==> src/rtl/scan_port_pkg.sv <==
package scan_port_pkg;
  localparam int IR_W   = 4;
  localparam int SEL_W  = 5;
  localparam int DATA_W = 32;
  localparam int ADDR_W = 7;
  localparam int CHAIN_W = DATA_W + ADDR_W + 1;

  localparam logic [IR_W-1:0] INS_CHAIN_SEL = 4'h2;
  localparam logic [IR_W-1:0] INS_REG_ACC   = 4'hC;
  localparam logic [IR_W-1:0] INS_BYPASS    = 4'hF;
  localparam logic [IR_W-1:0] IR_CAP_VAL    = 4'b0001;
  localparam logic [SEL_W-1:0] ACC_CHAIN    = '0;

  typedef enum logic [1:0] {
    PATH_BYPASS = 2'd0,
    PATH_SEL    = 2'd1,
    PATH_ACC    = 2'd2
  } dr_path_e;
endpackage

==> src/rtl/scan_shift_reg.sv <==
module scan_shift_reg #(
  parameter int W = 8
) (
  input  logic         clk_i,
  input  logic         rst_ni,
  input  logic         cap_i,
  input  logic         shift_i,
  input  logic [W-1:0] cap_val_i,
  input  logic         tdi_i,
  output logic [W-1:0] sr_o
);
  generate
    if (W == 1) begin : g_single
      always_ff @(posedge clk_i or negedge rst_ni) begin
        if (!rst_ni)      sr_o <= '0;
        else if (cap_i)   sr_o <= cap_val_i;
        else if (shift_i) sr_o <= tdi_i;
      end
    end else begin : g_multi
      // tdi enters at the MSB, LSB leaves first
      always_ff @(posedge clk_i or negedge rst_ni) begin
        if (!rst_ni)      sr_o <= '0;
        else if (cap_i)   sr_o <= cap_val_i;
        else if (shift_i) sr_o <= {tdi_i, sr_o[W-1:1]};
      end
    end
  endgenerate
endmodule

==> src/rtl/scan_access_ctrl.sv <==
module scan_access_ctrl #(
  parameter int DATA_W = 32,
  parameter int ADDR_W = 7
) (
  input  logic              clk_i,
  input  logic              rst_ni,
  input  logic              upd_i,
  input  logic              wr_i,
  input  logic [ADDR_W-1:0] addr_i,
  input  logic [DATA_W-1:0] data_i,
  input  logic [DATA_W-1:0] rdata_i,
  output logic              we_o,
  output logic              re_o,
  output logic [ADDR_W-1:0] addr_o,
  output logic [DATA_W-1:0] wdata_o,
  output logic [DATA_W-1:0] hold_o
);
  always_ff @(posedge clk_i or negedge rst_ni) begin
    if (!rst_ni) begin
      we_o    <= 1'b0;
      re_o    <= 1'b0;
      addr_o  <= '0;
      wdata_o <= '0;
    end else begin
      we_o <= upd_i & wr_i;
      re_o <= upd_i & ~wr_i;
      if (upd_i) begin
        addr_o  <= addr_i;
        wdata_o <= data_i;
      end
    end
  end

  // read result is kept for the next scan's capture
  always_ff @(posedge clk_i or negedge rst_ni) begin
    if (!rst_ni)   hold_o <= '0;
    else if (re_o) hold_o <= rdata_i;
  end
endmodule

==> src/rtl/scan_reg_port.sv <==
module scan_reg_port
  import scan_port_pkg::*;
(
  input  logic              clk_i,
  input  logic              rst_ni,
  input  logic              tdi_i,
  output logic              tdo_o,
  input  logic              ir_capture_i,
  input  logic              ir_shift_i,
  input  logic              ir_update_i,
  input  logic              dr_capture_i,
  input  logic              dr_shift_i,
  input  logic              dr_update_i,
  output logic              reg_we_o,
  output logic              reg_re_o,
  output logic [ADDR_W-1:0] reg_addr_o,
  output logic [DATA_W-1:0] reg_wdata_o,
  input  logic [DATA_W-1:0] reg_rdata_i
);
  logic [IR_W-1:0]    ir_sr, ir_q;
  logic [SEL_W-1:0]   sel_sr, sel_q;
  logic [CHAIN_W-1:0] acc_sr;
  logic [0:0]         byp_sr;
  logic [DATA_W-1:0]  hold;
  dr_path_e           path;

  always_comb begin
    unique case (ir_q)
      INS_CHAIN_SEL: path = PATH_SEL;
      INS_REG_ACC:   path = (sel_q == ACC_CHAIN) ? PATH_ACC : PATH_BYPASS;
      default:       path = PATH_BYPASS;
    endcase
  end

  logic sel_en, acc_en, byp_en;
  assign sel_en = (path == PATH_SEL);
  assign acc_en = (path == PATH_ACC);
  assign byp_en = (path == PATH_BYPASS);

  scan_shift_reg #(.W(IR_W)) u_ir (
    .clk_i, .rst_ni,
    .cap_i(ir_capture_i), .shift_i(ir_shift_i),
    .cap_val_i(IR_CAP_VAL), .tdi_i, .sr_o(ir_sr)
  );

  scan_shift_reg #(.W(SEL_W)) u_sel (
    .clk_i, .rst_ni,
    .cap_i(dr_capture_i & sel_en), .shift_i(dr_shift_i & sel_en),
    .cap_val_i(sel_q), .tdi_i, .sr_o(sel_sr)
  );

  scan_shift_reg #(.W(CHAIN_W)) u_acc (
    .clk_i, .rst_ni,
    .cap_i(dr_capture_i & acc_en), .shift_i(dr_shift_i & acc_en),
    .cap_val_i({{(CHAIN_W-DATA_W){1'b0}}, hold}), .tdi_i, .sr_o(acc_sr)
  );

  scan_shift_reg #(.W(1)) u_byp (
    .clk_i, .rst_ni,
    .cap_i(dr_capture_i & byp_en), .shift_i(dr_shift_i & byp_en),
    .cap_val_i(1'b0), .tdi_i, .sr_o(byp_sr)
  );

  always_ff @(posedge clk_i or negedge rst_ni) begin
    if (!rst_ni)          ir_q <= INS_BYPASS;
    else if (ir_update_i) ir_q <= ir_sr;
  end

  always_ff @(posedge clk_i or negedge rst_ni) begin
    if (!rst_ni)                   sel_q <= ACC_CHAIN;
    else if (dr_update_i & sel_en) sel_q <= sel_sr;
  end

  scan_access_ctrl #(.DATA_W(DATA_W), .ADDR_W(ADDR_W)) u_ctrl (
    .clk_i, .rst_ni,
    .upd_i   (dr_update_i & acc_en),
    .wr_i    (acc_sr[CHAIN_W-1]),
    .addr_i  (acc_sr[DATA_W +: ADDR_W]),
    .data_i  (acc_sr[DATA_W-1:0]),
    .rdata_i (reg_rdata_i),
    .we_o    (reg_we_o),
    .re_o    (reg_re_o),
    .addr_o  (reg_addr_o),
    .wdata_o (reg_wdata_o),
    .hold_o  (hold)
  );

  always_comb begin
    if (ir_shift_i) tdo_o = ir_sr[0];
    else begin
      unique case (path)
        PATH_SEL: tdo_o = sel_sr[0];
        PATH_ACC: tdo_o = acc_sr[0];
        default:  tdo_o = byp_sr[0];
      endcase
    end
  end
endmodule

==> config.mk <==
export PLATFORM = sky130hd
export DESIGN_NAME = scan_reg_port
export DESIGN_NICKNAME = d
export VERILOG_FILES = /design/src/rtl/scan_port_pkg.sv /design/src/rtl/scan_shift_reg.sv /design/src/rtl/scan_access_ctrl.sv /design/src/rtl/scan_reg_port.sv
export SDC_FILE = /design/constraint.sdc
export NUM_CORES = 1
export LEC_CHECK = 0
export BUFFER_PORTS_ARGS = -buffer_cell sky130_fd_sc_hd__buf_2
export CAP_MARGIN = 20
export CORE_ASPECT_RATIO = 1.2
export CORE_MARGIN = 2
export CORE_UTILIZATION = 52
export DETAILED_ROUTE_END_ITERATION = 8
export PLACE_DENSITY = 0.76
export SLEW_MARGIN = 20
export SYNTH_ARGS = -nofsm -noshare
export SYNTH_HDL_FRONTEND = slang
export SYNTH_HIERARCHICAL = 1
export SYNTH_SLANG_ARGS = --single-unit
==> constraint.sdc <==
create_clock -name clk_i -period 1.9 [get_ports clk_i]
set_clock_uncertainty 0.2 [all_clocks]
set_input_delay 0.38 -clock clk_i [delete_from_list [all_inputs] [get_ports clk_i]]
set_output_delay 0.38 -clock clk_i [all_outputs]
set_load 0.02 [all_outputs]
==> metrics, run 1 <==
Setup crit end=tdo_o; Worst Hold Launch=reg_rdata_i[17]; Power Total=10.4 mW; sequential share of power=45.2%; Final nets=611; Critical Path AT=2.18 ns; failing checks=negative setup slack; switching portion of total power=30.0%; minimum clock period=2.76 ns; Post-synth EDFFs=0; Rows=42; synthesized netlist cell count=415; CP endpoint kind=output pin; CTS tree=yes; R2R depth=8; clk buf depth=2; die area=12,300 um2; P&R area growth vs syn=32.6%; placed instance area=6670 um2; vias per cell=5.11; fin crit share=145%; vias in the first global route=4,066; Post-DRT Antenna Nets=0; layout cells sized above 1=45.9%; peak supply drop=0.715 mV; status=finished, violations left; DRC Markers=0; post-route setup TNS=-36.45 ns; combinational power share=26.7%; DR WL/cell=18.1 um; Sw Pwr=3.11 mW; width of the chip=101 um; synthesized flop and latch total=132; largest net degree at the start of global routing=38; hold slack=0.0147 ns; Initial Util=53.4%; antenna violations before repair=0; count of cell types in the netlist=28; ys flop type=dfrtp_1; RSZ-0062 raised after global routing=true; worst min path class=primary input to flip-flop; cts bufs inserted=17; first-pass iteration count of the detailed router=4; Post-Syn Area=5920 um2; clk sinks=132; 1st-iter DRT viols=128; Lkg Pwr=3.67 nW; Max-Cap Viols=0; CP Max Fanout=2; final core utilization=70.8%; vias=3,748; final hold violation count=0; GP Congestion=0.816; chip height=121 um; Final WS setup=-0.863 ns; Async S/R FF share, synth=100%; Max Transition Viols Final=0; Placed Instances=661; Ys Warns=6; Setup crit start kind=flip-flop; GRT Util Overall=23.0%; post-synthesis sequential area ratio=55.9%; WL final=13,300 um; post-DP HPWL=7890 um; clock slew at reported path FFs=0.06 ns; kind of critical path=flip-flop to output pin; IO Count=83; Root Buffer=clkbuf_16; cell area after layout=7850 um2; Skew-Pair Late Insertion Delay=0.41 ns; IO Port Bufs=82; crit path from=sel_q[4]$_DFFE_PN0P_; Final setup viols=93; reg2reg setup slack=-0.50 ns; pwr dens=1320 nW/um2; CORE AREA=11,100 um2; Critical Path RT=1.32 ns; # diodes=0; Final Instance Count excl. Fillers=734; Setup WS pre-CTS=-0.487 ns; H-tree depth=4; reg-to-reg critical path endpoint=u_ctrl/wdata_o[28]$_DFFE_PN0P_; worst r2r src=sel_q[4]$_DFFE_PN0P_; global-route wire length before repair=21,200 um; clock power share=28.1%; Pint=7.25 mW; Fmax=362 MHz; grt total ovfl=0; Syn Area/Cell=14.3 um2
sequential cells by signal (all words and copies together) (netlist names):
register        cells
u_ctrl/addr_o       7
u_byp/sr_o          1
ir_q                4
u_ctrl/hold_o      32
sel_q               5
u_sel/sr_o          5
u_ctrl/we_o         1
u_ctrl/re_o         1
u_acc/sr_o         40
u_ir/sr_o           4
u_ctrl/wdata_o     32
worst max-delay path, stage by stage (launching register included):
cell      delay [ns]
dfrtp_1         0.41
nor4_4          0.32
nand4_1         0.22
ha_4            0.29
nor3b_4         0.16
a221oi_4        0.21
buf_6           0.15
cell usage in the layout, fill, tap and decap left out, types with 6 or more instances in the layout:
cell	Yosys	routed
clkbuf_16	0	18
o21ai_1	48	47
buf_2	8	80
mux2_2	7	6
dlygate4sd3_1	0	22
buf_6	8	11
conb_1	2	13
clkbuf_1	0	9
mux2i_2	0	7
nand2_1	51	51
mux2_4	73	74
buf_12	7	18
mux2i_1	50	39
buf_4	0	13
dfrtp_1	128	127
final cells by class:
| type | instances | area [um2] |
|---|---|---|
| flip-flops and latches | 132 | 3310 |
| multi-input cells | 266 | 2550 |
| well taps | 154 | 193 |
| repair buffers | 148 | 1270 |
| clock inverters | 6 | 55.1 |
| clock buffers | 26 | 459 |
| fillers | 733 | 3240 |
| inverters | 2 | 7.51 |
kinds of logic (layout without fill, tap and decap cells):
kind of cell    Yosys count  after routing  share of synthesized area, %
flops                   132            132                          55.9
buf+inv                  28            182                          5.09
mux                     130            130                          28.3
compound gates           52             52                          4.63
other cells               2             13                         0.127
fa+ha+maj                 3              3                         0.634
simple gates             68             68                          5.31
synthesized netlist by cell type, drive strengths merged (2+ instances only):
| cell type | instances | area [um2] |
|---|---|---|
| inv | 2 | 7.51 |
| buf | 25 | 289 |
| dfstp | 4 | 105 |
| and2 | 8 | 50.1 |
| nor2b | 2 | 12.5 |
| mux2 | 80 | 1170 |
| mux2i | 50 | 500 |
| ha | 3 | 37.5 |
| o21ai | 50 | 258 |
| conb | 2 | 7.51 |
| dfrtp | 128 | 3200 |
| nand2 | 52 | 198 |
worst min-delay path by stage:
stage / endpoint / cells after the start
2_1_floorplan: sel_q[0]$_DFFE_PN0P_ / 0
5_1_grt: u_ctrl/hold_o[17]$_DFFE_PN0P_ / 2
3_3_place_gp: u_acc/sr_o[33]$_DFFE_PN0P_ / 1
3_5_place_dp: u_sel/sr_o[2]$_DFFE_PN0P_ / 1
6_report: u_ctrl/hold_o[17]$_DFFE_PN0P_ / 2
4_1_cts: u_ctrl/hold_o[21]$_DFFE_PN0P_ / 2
repair_timing:
action,in CTS,in global routing
hold buffers,21,1
pin swaps,6,11
endpoints found under the setup margin,93,93
endpoints found under the hold margin,79,1
gates cloned,6,1
gates resized for setup,32,34
setup buffers,13,9
power groups by stage:
stage / combinational [mW] / sequential, mW / clock [mW]
detailed placement: 2.48 / 4.62 / 0
finish: 2.77 / 4.68 / 2.90
CTS: 2.67 / 4.61 / 2.95
global route: 2.97 / 4.81 / 3.09
global placement: 2.39 / 4.55 / 0
floorplan: 1.56 / 4.68 / 0
routing by layer:
metal	track usage [%]	routed length (um)
met1	27.2	5420
met2	39.7	7060
met3	5.24	414
met4	10.2	374
met5	0	0
(Power assumes the default switching activity.)
==> run 2: changes to the inputs <==
==> constraint.sdc (replaced) <==
create_clock -name clk_i -period 2.33 [get_ports clk_i]
set_clock_uncertainty 0.2 [all_clocks]
set_input_delay 0.466 -clock clk_i [delete_from_list [all_inputs] [get_ports clk_i]]
set_output_delay 0.466 -clock clk_i [all_outputs]
set_load 0.02 [all_outputs]
==> run 2 against run 1 <==
Net effect: the flow still finishes with violations (negative setup slack); die area unchanged; setup slack improved by 0.39 ns; wire length down 13%; critical path depth is the same; global-route usage shrank 3.4 points; flip-flop and latch count is the same; count of clock-buffer cells in the layout shrank 5; non-clock buffer count shrank 48; core utilization down 6.7 points; clock power is 20% lower; highest routed layer unchanged.
==> metrics, run 2 (synthesized netlist as in run 1, its figures left out) <==
status=finished, violations left; failing checks=negative setup slack; RSZ-0062 raised after global routing=true; switching portion of total power=29.9% (-0.14 points); Final nets=563 (-7.9%); IO Count=83 (unchanged); GRT Util Overall=19.7% (-3.4 points); Final WS setup=-0.476 ns (+0.387 ns); reg-to-reg critical path endpoint=u_acc/sr_o[0]$_DFFE_PN0P_; first-pass iteration count of the detailed router=4 (unchanged); grt total ovfl=0 (unchanged); GP Congestion=0.790 (-3.2%); Sw Pwr=2.41 mW (-23%); clk buf depth=2 (unchanged); Initial Util=53.4% (unchanged); chip height=121 um (unchanged); Worst Hold Launch=reg_rdata_i[5]; vias per cell=5.10 (-0.14%); most flop-heavy register=u_acc/sr_o; CORE AREA=11,100 um2 (unchanged); Critical Path AT=2.14 ns (-0.04 ns); combinational power share=24.7% (-2.0 points); Pint=5.65 mW (-22%); 1st-iter DRT viols=126 (-1.6%); vias in the first global route=3,624 (-11%); Max-Cap Viols=0 (unchanged); CP Max Fanout=2 (unchanged); layout cells sized above 1=42.2% (-3.7 points); Setup crit start kind=flip-flop; Lkg Pwr=3.35 nW (-8.6%); Critical Path RT=1.66 ns (+0.34 ns); IO Port Bufs=82 (unchanged); final core utilization=64.0% (-6.7 points); R2R depth=7 (-1); clk sinks=132 (unchanged); H-tree depth=4 (unchanged); # diodes=0 (unchanged); most common cell after layout, fill and taps aside=dfrtp_1; Root Buffer=clkbuf_16; clock slew at reported path FFs=0.05 ns (about the same); sequential share of power=46.5% (+1.3 points); worst hold endpoint=u_ctrl/hold_o[5]$_DFFE_PN0P_; Setup WS pre-CTS=-0.110 ns (+0.377 ns); DRC Markers=0 (unchanged); peak supply drop=0.464 mV (-35%); pwr dens=1130 nW/um2 (-14%); worst min path class=primary input to flip-flop; Skew-Pair Late Insertion Delay=0.41 ns (about the same); max FFs per register=40 (unchanged); post-route setup TNS=-0.476 ns (+35.97 ns); placed instance area=6460 um2 (-3.2%); largest net degree at the start of global routing=81 (+110%); commonest cells after routing, fill and taps aside=127 x dfrtp_1, 80 x buf_2, 73 x mux2_4, 51 x nand2_1, 50 x mux2i_1; kind of critical path=flip-flop to output pin; Max Transition Viols Final=0 (unchanged); cts bufs inserted=17 (unchanged); reg2reg setup slack=0.11 ns (+0.61 ns); # fillers=824 (+12%); P&R area growth vs syn=19.9%; WL final=11,600 um (-13%); die area=12,300 um2 (unchanged); width of the chip=101 um (unchanged); DR WL/cell=16.9 um (-6.4%); antenna violations before repair=0 (unchanged); minimum clock period=2.81 ns; final hold violation count=0 (unchanged); Largest regs=u_acc/sr_o (40), u_ctrl/hold_o (32), u_ctrl/wdata_o (32); global-route wire length before repair=18,300 um (-14%); Fmax=356 MHz; post-DP HPWL=7450 um (-5.5%); CP endpoint kind=output pin; hold slack=0.0855 ns (+0.0708 ns); worst r2r src=sel_q[0]$_DFFE_PN0P_; hold path cells=2 (unchanged); Final setup viols=1 (-99%); cell area after layout=7100 um2 (-9.5%); vias=3,493 (-6.8%); fin crit share=120%; Post-DRT Antenna Nets=0 (unchanged); CTS tree=yes; Rows=42 (unchanged); clock power share=28.8% (+0.7 points)
run 2: cell count changes in the layout (fill, tap and decap cells not counted), moves of 4 or more:
cell           before  now
buf_12             18    7
clkinvlp_4          0    4
buf_4              13    9
dlygate4sd3_1      22    1
buf_6              11    1
and2_1              1    5
mux2i_2             7    0
mux2i_4             4    0
mux2i_1            39   50
clkbuf_1            9    2
run 2: through the flow:
stage / total power, mW / cells
final: 8.05 / 685
after global routing: 8.46 / 685
after CTS: 8.07 / 681
after detailed placement: 5.68 / 648
after global placement: 5.58 / 648
after floorplan: 5.07 / 426
run 2: power by group through the flow:
stage | combinational [mW] | sequential, mW | clock [mW]
after floorplan | 1.25 | 3.82 | 0
final | 1.99 | 3.75 | 2.32
after global placement | 1.86 | 3.72 | 0
after detailed placement | 1.92 | 3.76 | 0
after global routing | 2.14 | 3.85 | 2.46
after CTS | 1.97 | 3.75 | 2.36
run 2: final cells by class:
class,instances,area [um2],share of cell area [%]
timing repair buffer,100,679,9.57
multi-input combinational,266,2390,33.7
inverter,2,7.51,0.106
clock inverter,10,60.1,0.846
tap,154,193,2.71
clock buffer,21,460,6.49
sequential,132,3310,46.6
run 2: how the worst max path moves through the flow:
| stage | start | endpoint | slack, ns |
|---|---|---|---|
| after global placement | sel_q[0]$_DFFE_PN0P_ | tdo_o | -0.01 |
| after global routing | sel_q[0]$_DFFE_PN0P_ | tdo_o | -0.60 |
| after floorplan | sel_q[0]$_DFFE_PN0P_ | tdo_o | 0.07 |
| after detailed placement | sel_q[0]$_DFFE_PN0P_ | tdo_o | -0.11 |
| after CTS | sel_q[0]$_DFFE_PN0P_ | tdo_o | -0.52 |
| final | sel_q[0]$_DFFE_PN0P_ | tdo_o | -0.48 |
run 2: timing repair:
action / 4_1_cts / 5_1_grt
resized for setup: 3 / 5
gates cloned: 0 / 2
pin swaps: 1 / 3
endpoints found under the hold margin: 22 / 0
buffers inserted: 1 / 2
endpoints found under the setup margin: 2 / 56
hold buffers: 1 / 0
run 2: metal layers:
metal	wire length, um	global-route usage, %	part of all wire, %
met1	5010	24.3	43
met2	6040	33.2	52
met3	402	5.36	3.5
met4	128	6.84	1.1
met5	0	0	0
run 2: critical path: stages, from the launching register on:
cell      delay, ns
dfrtp_1        0.41
nor4_4         0.32
nand4_1        0.18
ha_1           0.33
nor3b_1        0.15
a221oi_2       0.16
buf_4          0.17
==> run 3: changes to the inputs <==
--- a/config.mk
+++ b/config.mk
@@ -9,11 +9,12 @@
 export CAP_MARGIN = 20
 export CORE_ASPECT_RATIO = 1.2
 export CORE_MARGIN = 2
-export CORE_UTILIZATION = 52
+export CORE_UTILIZATION = 57
 export DETAILED_ROUTE_END_ITERATION = 8
-export PLACE_DENSITY = 0.76
+export PLACE_DENSITY = 0.79
 export SLEW_MARGIN = 20
 export SYNTH_ARGS = -nofsm -noshare
 export SYNTH_HDL_FRONTEND = slang
 export SYNTH_HIERARCHICAL = 1
 export SYNTH_SLANG_ARGS = --single-unit
+export TNS_END_PERCENT = 50
==> constraint.sdc (replaced) <==
create_clock -name clk_i -period 2.6 [get_ports clk_i]
set_clock_uncertainty 0.2 [all_clocks]
set_input_delay 0.52 -clock clk_i [delete_from_list [all_inputs] [get_ports clk_i]]
set_output_delay 0.52 -clock clk_i [all_outputs]
set_load 0.02 [all_outputs]
==> run 3 against run 2 <==
Net effect: combinational power fell by 12%; critical endpoint unchanged; flip-flop and latch count did not move; first-iteration DRC count rose by 9.5%; the flow still finishes with violations (negative setup slack).
==> metrics, run 3 (synthesized netlist as in run 1, its figures left out) <==
status=finished, violations left; failing checks=negative setup slack; first-pass iteration count of the detailed router=4 (unchanged); Skew-Pair Late Insertion Delay=0.41 ns (about the same); GP Congestion=0.793 (+0.35%); clk buf depth=2 (unchanged); kind of critical path=flip-flop to output pin; Initial Util=58.8% (+5.5 points); CP Max Fanout=3 (+1); placed instance area=6350 um2 (-1.6%); combinational power share=24.1% (-0.6 points); cts bufs inserted=17 (unchanged); final hold violation count=0 (unchanged); hold slack=0.137 ns (+0.0511 ns); Setup WS pre-CTS=0.120 ns (+0.231 ns); die area=11,200 um2 (-8.5%); fin crit share=111%; CORE AREA=10,100 um2 (-9.3%); most flop-heavy register=u_acc/sr_o; Largest regs=u_acc/sr_o (40), u_ctrl/hold_o (32), u_ctrl/wdata_o (32); Rows=40 (-4.8%); Final WS setup=-0.287 ns (+0.189 ns); worst min path class=primary input to flip-flop; global-route wire length before repair=18,900 um (+2.9%); H-tree depth=4 (unchanged); final core utilization=68.9% (+4.9 points); Critical Path AT=2.17 ns (+0.03 ns); Max Transition Viols Final=0 (unchanged); peak supply drop=0.440 mV (-5.1%); largest net degree at the start of global routing=81 (unchanged); IO Count=83 (unchanged); grt total ovfl=0 (unchanged); Lkg Pwr=3.31 nW (-1.2%); antenna violations before repair=0 (unchanged); Post-DRT Antenna Nets=0 (unchanged); cell area after layout=6940 um2 (-2.3%); vias in the first global route=3,731 (+3.0%); switching portion of total power=29.3% (-0.53 points); most common cell after layout, fill and taps aside=dfrtp_1; Power Total=7.28 mW (-9.6%); layout cells sized above 1=40.3% (-1.9 points); RSZ-0062 raised after global routing=true; clk sinks=132 (unchanged); Critical Path RT=1.88 ns (+0.22 ns); IO Port Bufs=82 (unchanged); worst r2r src=sel_q[3]$_DFFE_PN0P_; clock slew at reported path FFs=0.05 ns (about the same); GRT Util Overall=21.5% (+1.9 points); WL final=11,300 um (-2.7%); sequential share of power=46.2% (-0.3 points); clock power share=29.8% (+1.0 points); max FFs per register=40 (unchanged); pwr dens=1050 nW/um2 (-7.5%); commonest cells after routing, fill and taps aside=127 x dfrtp_1, 81 x buf_2, 73 x mux2_4, 51 x nand2_1, 50 x mux2i_1; Setup crit start kind=flip-flop; post-DP HPWL=7260 um (-2.6%); Final setup viols=1 (unchanged); Root Buffer=clkbuf_16; 1st-iter DRT viols=138 (+9.5%); Final nets=557 (-1.1%); CP endpoint kind=output pin; Fmax=346 MHz; P&R area growth vs syn=17.2%; width of the chip=97.0 um (-4.3%); chip height=116 um (-4.3%); DRC Markers=0 (unchanged); CTS tree=yes; # diodes=0 (unchanged); Pint=5.14 mW (-9.0%); Max-Cap Viols=0 (unchanged); minimum clock period=2.89 ns; Worst Hold Launch=reg_rdata_i[23]; Sw Pwr=2.13 mW (-11%); vias per cell=5.33 (+4.5%); vias=3,475 (-0.52%); DR WL/cell=17.3 um (+2.2%); crit path from=sel_q[3]$_DFFE_PN0P_; # fillers=694 (-16%)
run 3: critical path, stage by stage (launching register included):
cell and delay, ns:
dfrtp_1 0.42, nor4_4 0.29, nand4_1 0.17, ha_1 0.31
nor3b_1 0.14, a221oi_1 0.21, buf_2 0.21
run 3: final cells by class:
class,instances,area [um2],area share [%]
well taps,126,158,2.27
clock inverters,4,22.5,0.325
multi-input cells,266,2360,34.1
inverters,2,7.51,0.108
clock buffers,28,517,7.45
flip-flops and latches,132,3310,47.7
repair buffers,94,559,8.06
run 3: what timing repair did:
item / in CTS / in global routing
hold buffers: 1 / 0
resized for setup: 1 / 0
endpoints found under the hold margin: 34 / 0
pin swaps: 2 / 1
setup endpoints to repair: 1 / 1
buffers inserted: 2 / 1
run 3: routing by layer:
metal	vias up	routed length (um)	GRT usage, %
met2	79	5730	36.2
met5	-	0	0
met1	1753	4860	26.8
met4	0	224	8.73
li1	1619	-	-
met3	24	449	5.91
run 3: path summary, 6_finish.rpt:
path / end / slack, ns / cells past startpoint
max: tdo_o / -0.29 / 6
min: u_ctrl/hold_o[23]$_DFFE_PN0P_ / 0.14 / 2
max reg2reg: u_ctrl/wdata_o[31]$_DFFE_PN0P_ / 0.25 / 6
min reg2reg: u_acc/sr_o[20]$_DFFE_PN0P_ / 0.28 / 2
max in group asynchronous: ir_q[3]$_DFFE_PN1P_ / 1.14 / 3
min in group asynchronous: u_ctrl/addr_o[2]$_DFFE_PN0P_ / 0.37 / 2
run 3: metrics by stage:
step           setup TNS [ns]  std cells
2_1_floorplan               0        426
3_3_place_gp                0        616
3_5_place_dp                0        616
4_1_cts                -0.274        651
5_1_grt                -0.393        652
6_report               -0.287        652
run 3: power by group through the flow:
stage               registers [mW]  logic, mW  clock network [mW]
floorplan                     3.42       1.12                   0
global placement              3.33       1.65                   0
detailed placement            3.38       1.72                   0
CTS                           3.37       1.76                2.20
global route                  3.46       1.89                2.31
finish                        3.36       1.75                2.17
